**src/rtl/fw_push_engine.sv**
```systemverilog
module fw_push_engine #(
  parameter int          BLK_BYTES   = 1024,
  parameter int          FIFO_BYTES  = 32768,
  parameter int          CYC_PER_MS  = 100000,
  parameter logic [31:0] A_SIZE      = 32'h0000_0000,
  parameter logic [31:0] A_PUT       = 32'h0000_0004,
  parameter logic [31:0] A_GET       = 32'h0000_0008,
  parameter logic [31:0] A_STAT      = 32'h0000_000C,
  parameter logic [31:0] A_FLAGS     = 32'h0000_0010,
  parameter logic [31:0] A_SRAM_BASE = 32'h0000_0100,
  parameter logic [31:0] A_DPORT     = 32'h0000_0104,
  parameter logic [31:0] A_CFG       = 32'h0000_0108,
  parameter logic [31:0] A_FIFO      = 32'h0000_1000,
  parameter logic [31:0] V_PROBE     = 32'h5EED_0001,
  parameter logic [31:0] V_REPLY     = 32'h5EED_0002,
  parameter logic [31:0] V_PEND      = 32'h0000_FFFF,
  parameter logic [31:0] V_OK        = 32'h0000_0001,
  parameter int          RST_BIT     = 14,
  parameter int          CLKOFF_BIT  = 15,
  parameter int          PROBE_LIM   = 100,
  parameter int          GET_LIM     = 100,
  parameter int          FIN_LIM     = 300
) (
  input  logic        clk,
  input  logic        rst_n,
  input  logic        start,
  input  logic [31:0] img_len,
  input  logic [7:0]  in_data,
  input  logic        in_valid,
  output logic        in_ready,
  output logic        bus_req,
  output logic        bus_we,
  output logic [31:0] bus_addr,
  output logic [31:0] bus_wdata,
  input  logic        bus_ack,
  input  logic [31:0] bus_rdata,
  output logic        done,
  output logic        err,
  output logic [2:0]  err_code
);
  localparam int          WPB   = BLK_BYTES / 4;
  localparam int          WW    = (WPB > 1) ? $clog2(WPB) : 1;
  localparam logic [31:0] SLACK = 32'(FIFO_BYTES - BLK_BYTES);
  localparam logic [31:0] FMASK = 32'(FIFO_BYTES - 1);
  localparam logic [31:0] BLK   = 32'(BLK_BYTES);
  localparam logic [31:0] CLR1  = ~(32'd1 << RST_BIT);
  localparam logic [31:0] CLR2  = CLR1 & ~(32'd1 << CLKOFF_BIT);

  typedef enum logic [3:0] {
    S_IDLE, S_INIT, S_NOP, S_CRD, S_CW1, S_CW2, S_PROBE, S_SIZE,
    S_STAT, S_GET, S_FILL, S_WORD, S_PUT, S_FIN, S_WAIT
  } st_t;

  st_t         st, ret;
  logic [15:0] cnt;
  logic [31:0] dly, len, put, cfgv, word;
  logic [WW-1:0] wi;
  logic [1:0]  bc;
  logic        req_q, done_q, err_q;
  logic [2:0]  code_q;

  wire [31:0] gidx   = put + (32'(wi) << 2) + 32'(bc);
  wire        have   = gidx < len;
  wire [31:0] rem    = len - put;
  wire [31:0] put_nx = put + ((rem < BLK) ? rem : BLK);
  wire [31:0] wait_c = 32'(cnt) * 32'(CYC_PER_MS);
  wire [15:0] step_c = cnt + 16'd1 + (cnt >> 1);

  assign in_ready = (st == S_FILL) && have;
  assign bus_req  = req_q;
  assign done     = done_q;
  assign err      = err_q;
  assign err_code = code_q;

  always_comb begin
    bus_we    = 1'b1;
    bus_addr  = '0;
    bus_wdata = '0;
    case (st)
      S_INIT:
        case (cnt[2:0])
          3'd0:    begin bus_addr = A_SIZE;  bus_wdata = V_PROBE; end
          3'd1:    bus_addr = A_PUT;
          3'd2:    bus_addr = A_GET;
          3'd3:    begin bus_addr = A_STAT;  bus_wdata = V_PEND; end
          default: bus_addr = A_FLAGS;
        endcase
      S_NOP: begin
        bus_addr  = cnt[0] ? A_DPORT : A_SRAM_BASE;
        bus_wdata = cnt[0] ? 32'hEAFF_FFFE : 32'hFFF2_0000;
      end
      S_CRD:   begin bus_we = 1'b0; bus_addr = A_CFG; end
      S_CW1:   begin bus_addr = A_CFG; bus_wdata = cfgv & CLR1; end
      S_CW2:   begin bus_addr = A_CFG; bus_wdata = cfgv & CLR2; end
      S_PROBE: begin bus_we = 1'b0; bus_addr = A_SIZE; end
      S_SIZE:  begin bus_addr = A_SIZE; bus_wdata = len; end
      S_STAT, S_FIN: begin bus_we = 1'b0; bus_addr = A_STAT; end
      S_GET:   begin bus_we = 1'b0; bus_addr = A_GET; end
      S_WORD:  begin bus_addr = A_FIFO + (put & FMASK) + (32'(wi) << 2); bus_wdata = word; end
      S_PUT:   begin bus_addr = A_PUT; bus_wdata = put_nx; end
      default: ;
    endcase
  end

  always_ff @(posedge clk or negedge rst_n) begin
    if (!rst_n) begin
      st <= S_IDLE; ret <= S_IDLE; cnt <= '0; dly <= '0; len <= '0; put <= '0;
      cfgv <= '0; word <= '0; wi <= '0; bc <= '0;
      req_q <= 1'b0; done_q <= 1'b0; err_q <= 1'b0; code_q <= '0;
    end else begin
      case (st)
        S_IDLE:
          if (start) begin
            len <= img_len; put <= '0; cnt <= '0;
            done_q <= 1'b0; err_q <= 1'b0; code_q <= '0;
            st <= S_INIT;
          end
        S_WAIT:
          if (dly == 0) st <= ret;
          else dly <= dly - 32'd1;
        S_FILL:
          if (!have || in_valid) begin
            word[{bc, 3'b000} +: 8] <= have ? in_data : 8'h00;
            bc <= bc + 2'd1;
            if (bc == 2'd3) st <= S_WORD;
          end
        default:
          if (!req_q) begin
            if (st == S_PROBE && cnt >= 16'(PROBE_LIM)) begin
              err_q <= 1'b1; code_q <= 3'd1; st <= S_IDLE;
            end else if (st == S_GET && cnt >= 16'(GET_LIM)) begin
              err_q <= 1'b1; code_q <= 3'd3; st <= S_IDLE;
            end else if (st == S_FIN && cnt >= 16'(FIN_LIM)) begin
              err_q <= 1'b1; code_q <= 3'd4; st <= S_IDLE;
            end else begin
              req_q <= 1'b1;
            end
          end else if (bus_ack) begin
            req_q <= 1'b0;
            case (st)
              S_INIT: if (cnt == 16'd4) begin cnt <= '0; st <= S_NOP; end
                      else cnt <= cnt + 16'd1;
              S_NOP:  if (cnt == 16'd1) begin cnt <= '0; st <= S_CRD; end
                      else cnt <= cnt + 16'd1;
              S_CRD:  begin cfgv <= bus_rdata; st <= S_CW1; end
              S_CW1:  st <= S_CW2;
              S_CW2:  st <= S_PROBE;
              S_PROBE:
                if (bus_rdata == V_REPLY) st <= S_SIZE;
                else begin dly <= wait_c; cnt <= step_c; ret <= S_PROBE; st <= S_WAIT; end
              S_SIZE: begin cnt <= '0; st <= (len == 0) ? S_FIN : S_STAT; end
              S_STAT:
                if (bus_rdata != V_PEND) begin err_q <= 1'b1; code_q <= 3'd2; st <= S_IDLE; end
                else begin cnt <= '0; st <= S_GET; end
              S_GET:
                if (put - bus_rdata <= SLACK) begin wi <= '0; bc <= '0; st <= S_FILL; end
                else begin dly <= wait_c; cnt <= cnt + 16'd1; ret <= S_GET; st <= S_WAIT; end
              S_WORD:
                if (wi == WW'(WPB - 1)) st <= S_PUT;
                else begin wi <= wi + 1'b1; st <= S_FILL; end
              S_PUT: begin put <= put_nx; cnt <= '0; st <= (put_nx >= len) ? S_FIN : S_STAT; end
              S_FIN:
                if (bus_rdata == V_PEND) begin
                  dly <= wait_c; cnt <= step_c; ret <= S_FIN; st <= S_WAIT;
                end else if (bus_rdata == V_OK) begin
                  done_q <= 1'b1; st <= S_IDLE;
                end else begin
                  err_q <= 1'b1; code_q <= 3'd4; st <= S_IDLE;
                end
              default: st <= S_IDLE;
            endcase
          end
      endcase
    end
  end


  bus_hold_chk: assert property (@(posedge clk) disable iff (!rst_n)
    bus_req && !bus_ack |=> bus_req && $stable(bus_addr) && $stable(bus_wdata) && $stable(bus_we));

  bus_release_chk: assert property (@(posedge clk) disable iff (!rst_n)
    bus_req && bus_ack |=> !bus_req);

  done_err_excl_chk: assert property (@(posedge clk) disable iff (!rst_n) !(done && err));

  result_hold_chk: assert property (@(posedge clk) disable iff (!rst_n)
    (done || err) && !start |=> $stable(done) && $stable(err) && $stable(err_code));

  ready_no_bus_chk: assert property (@(posedge clk) disable iff (!rst_n) in_ready |-> !bus_req);

  put_bound_chk: assert property (@(posedge clk) disable iff (!rst_n) put <= len);
endmodule

```
**config.mk**
```make
export PLATFORM = sky130hd
export DESIGN_NAME = fw_push_engine
export DESIGN_NICKNAME = d
export VERILOG_FILES = /design/src/rtl/fw_push_engine.sv
export SDC_FILE = /design/constraint.sdc
export NUM_CORES = 1
export LEC_CHECK = 0
export BUFFER_PORTS_ARGS = -buffer_cell sky130_fd_sc_hd__buf_4
export CAP_MARGIN = 20
export CORE_MARGIN = 2
export CORE_UTILIZATION = 40
export DETAILED_ROUTE_END_ITERATION = 10
export GPL_TIMING_DRIVEN = 0
export PLACE_DENSITY = 0.69
export SYNTH_ARGS = -nofsm -noshare
export SYNTH_HDL_FRONTEND = slang
export SYNTH_SLANG_ARGS = --single-unit
```
**constraint.sdc**
```tcl
create_clock -name clk -period 10 [get_ports clk]
set_input_delay 0.5 -clock clk [delete_from_list [all_inputs] [get_ports clk]]
set_output_delay 0.5 -clock clk [all_outputs]
set_load 0.02 [all_outputs]
```
==> flow_results.xml, run 1 <==
<?xml version="1.0" encoding="UTF-8"?>
<metrics>
  <group name="power_and_ir_drop">
    <metric name="post-layout-total-power" unit="mW">1.69</metric>
    <metric name="power-per-cell-area" unit="nW/um2">67.4</metric>
    <metric name="power_leakage" unit="nW">12.0</metric>
    <metric name="largest_vdd_supply_drop" unit="mV">0.145</metric>
  </group>
  <group name="timing">
    <metric name="post-route-worst-setup-slack" unit="ps">518</metric>
    <metric name="max_freq" unit="GHz">0.105</metric>
    <metric name="worst-slew-pin-transition" unit="ps">1220</metric>
    <metric name="setup_viol" unit="">0</metric>
    <metric name="finalCritPeriodShare" unit="%">94.8</metric>
    <metric name="layout_min_cycle_time" unit="ps">9480</metric>
    <metric name="clock-skew-final" unit="ps">15.9</metric>
    <metric name="relSlewSlack" unit="%">18.4</metric>
    <metric name="report.final.slew_viol_count" unit="">0</metric>
    <metric name="timing_hold_violations_final" unit="">0</metric>
  </group>
  <group name="logic_synthesis">
    <metric name="yosys_register_bits" unit="">198</metric>
    <metric name="top_cell_types_by_occurrence_after_synthesis" unit="">313 x sky130_fd_sc_hd__nand2_1, 302 x sky130_fd_sc_hd__ha_1, 266 x sky130_fd_sc_hd__inv_1</metric>
    <metric name="synth_async_sr_flop_share" unit="%">100</metric>
    <metric name="synthCells" unit="">2837</metric>
    <metric name="synth-seq-area-share" unit="%">22.2</metric>
    <metric name="ys_dominant_reg_cell" unit="">sky130_fd_sc_hd__dfrtp_1</metric>
    <metric name="synth_edf_count" unit="">0</metric>
    <metric name="most_common_cell_in_the_synthesized_netlist" unit="">sky130_fd_sc_hd__nand2_1</metric>
    <metric name="synthDistinctLibCells" unit="">95</metric>
    <metric name="post_synthesis_instance_area" unit="um2">22300</metric>
    <metric name="yosysWarnings" unit="">0</metric>
    <metric name="postSynthAreaPerCell" unit="um2">7.88</metric>
    <metric name="yosys.area.top_type_share" unit="%">22.2</metric>
    <metric name="yosys-top-cells-area" unit="">sky130_fd_sc_hd__dfrtp_1 22%, sky130_fd_sc_hd__ha_1 17%, sky130_fd_sc_hd__nand2_1 5.3%</metric>
    <metric name="cell_taking_the_most_area_after_synthesis" unit="">sky130_fd_sc_hd__dfrtp_1</metric>
  </group>
  <group name="cells_and_area">
    <metric name="post-route-util" unit="%">45.5</metric>
    <metric name="final_nets" unit="">3458</metric>
    <metric name="n_antenna_cell" unit="">0</metric>
    <metric name="fraction_of_layout_instances_using_a_drive_strength_above_1" unit="%">8.05</metric>
    <metric name="syn2layout_area_growth" unit="%">12.5</metric>
  </group>
  <group name="placed_design">
    <metric name="preCtsSetupSlack" unit="ps">-204</metric>
    <metric name="portBuffers" unit="">132</metric>
    <metric name="place_hpwl" unit="mm">63.9</metric>
    <metric name="gpl.final_weighted_congestion" unit="">1.00</metric>
  </group>
  <group name="clocking">
    <metric name="cts-root-buf" unit="">sky130_fd_sc_hd__clkbuf_16</metric>
    <metric name="tritoncts.num_buffers" unit="">17</metric>
    <metric name="tritoncts_num_sinks" unit="">198</metric>
    <metric name="tritoncts_clock_tree" unit="">built</metric>
    <metric name="clkSlewWorstSetupHoldPaths" unit="ps">80</metric>
    <metric name="h-tree-depth" unit="">4</metric>
    <metric name="clk_latency" unit="ps">500</metric>
    <metric name="clockBufferDepth" unit="">2</metric>
    <metric name="postCtsSetupBuffers" unit="">0</metric>
  </group>
  <group name="setup_path">
    <metric name="timing.critical_path.slowest_stage_cell" unit="">sky130_fd_sc_hd__or4b_2</metric>
    <metric name="worst_setup_path_start_kind" unit="">flip-flop</metric>
    <metric name="critical_path.max_stage_delay" unit="ps">670</metric>
    <metric name="criticalPathCategory" unit="">flip-flop to flip-flop</metric>
    <metric name="timing.critical_path.mode_cell" unit="">sky130_fd_sc_hd__a21oi_1</metric>
    <metric name="timing.critical_path.from" unit="">len[0]</metric>
    <metric name="reg2reg_depth" unit="">46</metric>
    <metric name="r2r_slack" unit="ps">520</metric>
    <metric name="endpoint_kind" unit="">flip-flop</metric>
    <metric name="cp_data_required_time" unit="ps">10360</metric>
    <metric name="crit-reg2reg-launch" unit="">len[0]</metric>
    <metric name="worst-endpoint-arrival" unit="ps">9840</metric>
    <metric name="worst_path_maximum_fanout" unit="">10</metric>
    <metric name="crit_path_end" unit="">st[2]</metric>
    <metric name="worst_r2r_endpoint" unit="">st[2]</metric>
  </group>
  <group name="global_route">
    <metric name="first_global_vias" unit="">20400</metric>
    <metric name="grt_pass1_wl" unit="mm">119</metric>
    <metric name="grtUsageTotal" unit="%">27.0</metric>
    <metric name="number_of_antenna_violations_at_the_first_check_in_global_routing" unit="">1</metric>
    <metric name="maximum_number_of_pins_on_one_net_before_global_route_repair" unit="">104</metric>
    <metric name="sum_of_overflow_across_all_layers_after_global_routing" unit="">0</metric>
  </group>
  <group name="die">
    <metric name="die_h" unit="um">240</metric>
    <metric name="fp.dieArea" unit="um2">57800</metric>
    <metric name="pin_count" unit="">149</metric>
    <metric name="horizontal_die_dimension" unit="um">240</metric>
    <metric name="core" unit="um2">55200</metric>
    <metric name="placementRows" unit="">86</metric>
    <metric name="effective_utilization_at_floorplan" unit="%">40.5</metric>
  </group>
  <group name="routing">
    <metric name="totalWireLength" unit="mm">77.7</metric>
    <metric name="dr.first_iter.drc_count" unit="">1996</metric>
    <metric name="postRouteAntennaNets" unit="">0</metric>
    <metric name="drt-wirelength-per-cell" unit="um">20.5</metric>
    <metric name="detail_route.vias_per_cell" unit="">5.78</metric>
    <metric name="route.detailed.drc" unit="">0</metric>
    <metric name="detailedRoute.firstPassIterationCount" unit="">8</metric>
    <metric name="vias" unit="">21900</metric>
  </group>
  <group name="outcome">
    <metric name="status" unit="">completed</metric>
  </group>
  <group name="flow_run">
    <metric name="timing.max_cap.violations" unit="">0</metric>
  </group>
  <group name="min_path">
    <metric name="hold_path.class" unit="">input port to flip-flop</metric>
  </group>
</metrics>
sequential cells by signal (all words and copies together), names as in the netlist:
register,count
err,1
err_code,3
cfgv,31
bus_req,1
dly,32
len,32
done,1
wi,8
word,32
cnt,16
ret,3
put,32
st,4
bc,2
where the power goes:
group	switching [mW]	internal (mW)
Combinational	0.113	0.0737
Clock	0.372	0.336
Sequential	0	0.800
metrics by stage:
stage	instances	area, um2	setup TNS, ps	hold WS (ps)
finish	3791	25100	0	210
global route	3791	25100	-16.2	205
CTS	3790	25100	0	188
detailed placement	3757	24500	-280	359
global placement	3752	24400	-517	462
floorplan	2872	22500	0	204
worst min path at each step:
stage / startpoint / slack [ps] / end / cells after the start
2_1_floorplan: rst_n / 200 / bc[0] / 0
3_3_place_gp: word[7] / 460 / word[7] / 2
3_5_place_dp: rst_n / 360 / dly[20] / 1
4_1_cts: img_len[8] / 190 / len[8] / 3
5_1_grt: img_len[6] / 200 / len[6] / 3
6_report: img_len[8] / 210 / len[8] / 3
placed cells by master (no fill, tap or decap), types with 73 or more instances in the layout:
| cell | netlist | layout |
|---|---|---|
| sky130_fd_sc_hd__clkbuf_1 | 85 | 84 |
| sky130_fd_sc_hd__buf_4 | 18 | 150 |
| sky130_fd_sc_hd__ha_1 | 302 | 302 |
| sky130_fd_sc_hd__nand2_1 | 313 | 313 |
| sky130_fd_sc_hd__nor2_1 | 183 | 183 |
| sky130_fd_sc_hd__o21ai_0 | 216 | 215 |
| sky130_fd_sc_hd__xnor2_1 | 107 | 106 |
| sky130_fd_sc_hd__inv_1 | 266 | 266 |
| sky130_fd_sc_hd__nor3_1 | 73 | 73 |
| sky130_fd_sc_hd__a21oi_1 | 195 | 191 |
| sky130_fd_sc_hd__dfrtp_1 | 198 | 193 |
cell type report:
type                    count  area (um2)
plain buffers             116         518
clock buffers              18         439
clock inverters            14         134
fillers                  5528       30100
inverters                 269        1010
multi-input cells        2289       16100
flip-flops and latches    198        4960
well taps                 748         936
repair buffers            139        1080
kinds of logic after synthesis:
logic type / Yosys count / synth area share, %
adders and majority gates: 351 / 21.3
other: 1 / 0.0168
buffers and inverters: 385 / 6.83
muxes: 11 / 0.515
DFF: 198 / 22.2
xor gates and xnor gates: 148 / 5.80
and+or+nand+nor: 925 / 19.9
AOI/OAI and AO/OA: 818 / 23.5
what timing repair did:
| item | CTS | global route |
|---|---|---|
| gates resized for setup | 3 | 18 |
| hold buffers | 1 | 0 |
| endpoints found under the hold margin | 23 | 0 |
| setup endpoints to repair | 2 | 2 |
metal layers:
metal	vias to the layer above	GRT usage, %	share of wire, %
li1	10500	-	-
met1	10400	37.3	44
met2	899	40.4	42
met3	140	6.67	9.5
met4	2	10.7	3.8
met5	-	0	0.017
worst max-delay path: cells and delay by family (launching register included):
family / cells / cell delay, ps
compound gates: 22 / 3920
xor+xnor: 1 / 280
fa+ha+maj: 4 / 1170
buf+inv: 4 / 610
flops: 1 / 460
simple gates: 15 / 2880
Note: power is estimated with default switching activity, not from simulation.
==> inputs of run 2 (changes only) <==
- CORE_MARGIN: 2 -> not set
==> run 2 against run 1 <==
Compared with the run above: core utilization hardly changed; combinational power hardly changed; sequential cell count stayed put; sequential share of layout area hardly changed; global-route usage is 0.74 points higher; clock-buffer cell count is 1 lower; worst setup slack worse by 33 ps; worst hold slack worse by 210 ps; power is 2.4% higher; non-clock buffer count is 2 lower; critical path type unchanged.
==> flow_results.xml, run 2 (synthesized netlist as in run 1, its figures left out) <==
<?xml version="1.0" encoding="UTF-8"?>
<metrics>
  <group name="outcome">
    <metric name="status" unit="">completed</metric>
  </group>
  <group name="timing">
    <metric name="setup_viol" unit="">0</metric>
    <metric name="layout_min_cycle_time" unit="ps">9520</metric>
    <metric name="clock-skew-final" unit="ps">15.4</metric>
    <metric name="relSlewSlack" unit="%">20.3</metric>
    <metric name="report.final.slew_viol_count" unit="">0</metric>
    <metric name="finalCritPeriodShare" unit="%">95.2</metric>
    <metric name="timing_hold_violations_final" unit="">0</metric>
    <metric name="worst-slew-pin-transition" unit="ps">1190</metric>
    <metric name="max_freq" unit="GHz">0.105</metric>
  </group>
  <group name="power_and_ir_drop">
    <metric name="post-layout-total-power" unit="mW">1.74</metric>
    <metric name="largest_vdd_supply_drop" unit="mV">0.150</metric>
    <metric name="power_leakage" unit="nW">12.0</metric>
    <metric name="power-per-cell-area" unit="nW/um2">69.0</metric>
  </group>
  <group name="clocking">
    <metric name="tritoncts.num_buffers" unit="">17</metric>
    <metric name="clk_latency" unit="ps">510</metric>
    <metric name="tritoncts_clock_tree" unit="">built</metric>
    <metric name="cts-root-buf" unit="">sky130_fd_sc_hd__clkbuf_16</metric>
    <metric name="postCtsSetupBuffers" unit="">0</metric>
    <metric name="h-tree-depth" unit="">4</metric>
    <metric name="clkSlewWorstSetupHoldPaths" unit="ps">80</metric>
    <metric name="cts_resized" unit="">5</metric>
    <metric name="clockBufferDepth" unit="">2</metric>
    <metric name="tritoncts_num_sinks" unit="">198</metric>
    <metric name="cts_hold_buffers" unit="">0</metric>
  </group>
  <group name="min_path">
    <metric name="hold_path.class" unit="">input port to async pin</metric>
  </group>
  <group name="cells_and_area">
    <metric name="syn2layout_area_growth" unit="%">12.6</metric>
    <metric name="mostFrequentLayoutCells" unit="">313 x sky130_fd_sc_hd__nand2_1, 302 x sky130_fd_sc_hd__ha_1, 265 x sky130_fd_sc_hd__inv_1</metric>
    <metric name="final_nets" unit="">3456</metric>
    <metric name="post-route-util" unit="%">45.6</metric>
    <metric name="final_common_cell" unit="">sky130_fd_sc_hd__nand2_1</metric>
    <metric name="final_design_area_no_fill" unit="um2">25200</metric>
    <metric name="n_antenna_cell" unit="">0</metric>
    <metric name="post_layout_nonfiller_instances" unit="">3789</metric>
    <metric name="fraction_of_layout_instances_using_a_drive_strength_above_1" unit="%">8.09</metric>
  </group>
  <group name="setup_path">
    <metric name="crit_path_end" unit="">st[2]</metric>
    <metric name="timing.critical_path.mode_cell" unit="">sky130_fd_sc_hd__a21oi_1</metric>
    <metric name="critical_path.max_stage_delay" unit="ps">680</metric>
    <metric name="cp.depth" unit="">46</metric>
    <metric name="timing.critical_path.slowest_stage_cell" unit="">sky130_fd_sc_hd__or4b_2</metric>
    <metric name="cp_data_required_time" unit="ps">10360</metric>
    <metric name="crit-reg2reg-launch" unit="">len[0]</metric>
    <metric name="criticalPathCategory" unit="">flip-flop to flip-flop</metric>
    <metric name="critical-path-top-delay-family" unit="">compound AO/OA/AOI/OAI gates</metric>
    <metric name="timing.critical_path.from" unit="">len[0]</metric>
    <metric name="endpoint_kind" unit="">flip-flop</metric>
    <metric name="r2r_slack" unit="ps">480</metric>
    <metric name="worst-endpoint-arrival" unit="ps">9870</metric>
    <metric name="timing.critical_path.buf_inv" unit="">4</metric>
    <metric name="reg2reg_depth" unit="">46</metric>
    <metric name="worst_r2r_endpoint" unit="">st[2]</metric>
    <metric name="worst_path_maximum_fanout" unit="">10</metric>
    <metric name="worst_setup_path_start_kind" unit="">flip-flop</metric>
  </group>
  <group name="routing">
    <metric name="totalWireLength" unit="mm">78.2</metric>
    <metric name="drt-wirelength-per-cell" unit="um">20.6</metric>
    <metric name="vias" unit="">22000</metric>
    <metric name="detail_route.vias_per_cell" unit="">5.80</metric>
    <metric name="dr.first_iter.drc_count" unit="">2363</metric>
    <metric name="detailedRoute.firstPassIterationCount" unit="">7</metric>
    <metric name="postRouteAntennaNets" unit="">0</metric>
    <metric name="route.detailed.drc" unit="">0</metric>
  </group>
  <group name="global_route">
    <metric name="maximum_number_of_pins_on_one_net_before_global_route_repair" unit="">116</metric>
    <metric name="grt_pass1_wl" unit="mm">121</metric>
    <metric name="first_global_vias" unit="">20700</metric>
    <metric name="grtUsageTotal" unit="%">27.8</metric>
    <metric name="sum_of_overflow_across_all_layers_after_global_routing" unit="">0</metric>
    <metric name="number_of_antenna_violations_at_the_first_check_in_global_routing" unit="">0</metric>
  </group>
  <group name="flow_run">
    <metric name="timing.max_cap.violations" unit="">0</metric>
  </group>
  <group name="placed_design">
    <metric name="portBuffers" unit="">132</metric>
    <metric name="gpl.final_weighted_congestion" unit="">0.975</metric>
    <metric name="place_inst" unit="">3757</metric>
    <metric name="place_area" unit="um2">24500</metric>
    <metric name="place_hpwl" unit="mm">64.3</metric>
  </group>
  <group name="die">
    <metric name="placementRows" unit="">86</metric>
    <metric name="pin_count" unit="">149</metric>
    <metric name="fp.dieArea" unit="um2">56800</metric>
    <metric name="die_h" unit="um">238</metric>
    <metric name="effective_utilization_at_floorplan" unit="%">40.5</metric>
    <metric name="core" unit="um2">55200</metric>
    <metric name="horizontal_die_dimension" unit="um">238</metric>
  </group>
</metrics>
## run 2: cell types whose count changed in the layout (fill, tap and decap cells not counted), sizes merged
cell	change
clkinv	+3
clkbuf	-1
buf	-1
dlygate4sd3	-1
clkinvlp	-2
inv	-1
bufinv	+1
## run 2: through the flow
| stage | setup TNS (ps) | setup slack, ps | hold WS (ps) |
|---|---|---|---|
| finish | 0 | 485 | 2.67 |
| global route | -22.8 | -22.8 | 56.6 |
| CTS | 0 | 108 | 22.9 |
| detailed placement | -442 | -309 | 467 |
| global placement | -578 | -382 | 460 |
| floorplan | 0 | 2220 | 204 |
## run 2: cell type report
type	count	area (um2)
multi-input cells	2289	16100
well taps	748	936
clock buffers	17	425
inverters	269	1010
plain buffers	116	518
fillers	5464	30000
repair buffers	137	1050
clock inverters	15	185
flip-flops and latches	198	4960
## run 2: where the power goes
group / switching [mW] / total (mW) / internal, mW
registers: 0 / 0.800 / 0.800
clock network: 0.390 / 0.749 / 0.359
logic: 0.114 / 0.187 / 0.0727
## run 2: worst min-delay path by stage
stage	end	slack (ps)
5_1_grt	dly[20]	60
2_1_floorplan	bc[0]	200
4_1_cts	dly[20]	20
6_report	dly[20]	3
3_5_place_dp	word[25]	470
3_3_place_gp	word[7]	460
## run 2: routing by layer
metal,vias up,wire length (um),track usage (%)
met1,10300,35000,39.3
li1,10500,-,-
met2,1002,32600,40.9
met3,159,7180,5.30
met4,0,3430,12.2
met5,-,0,0
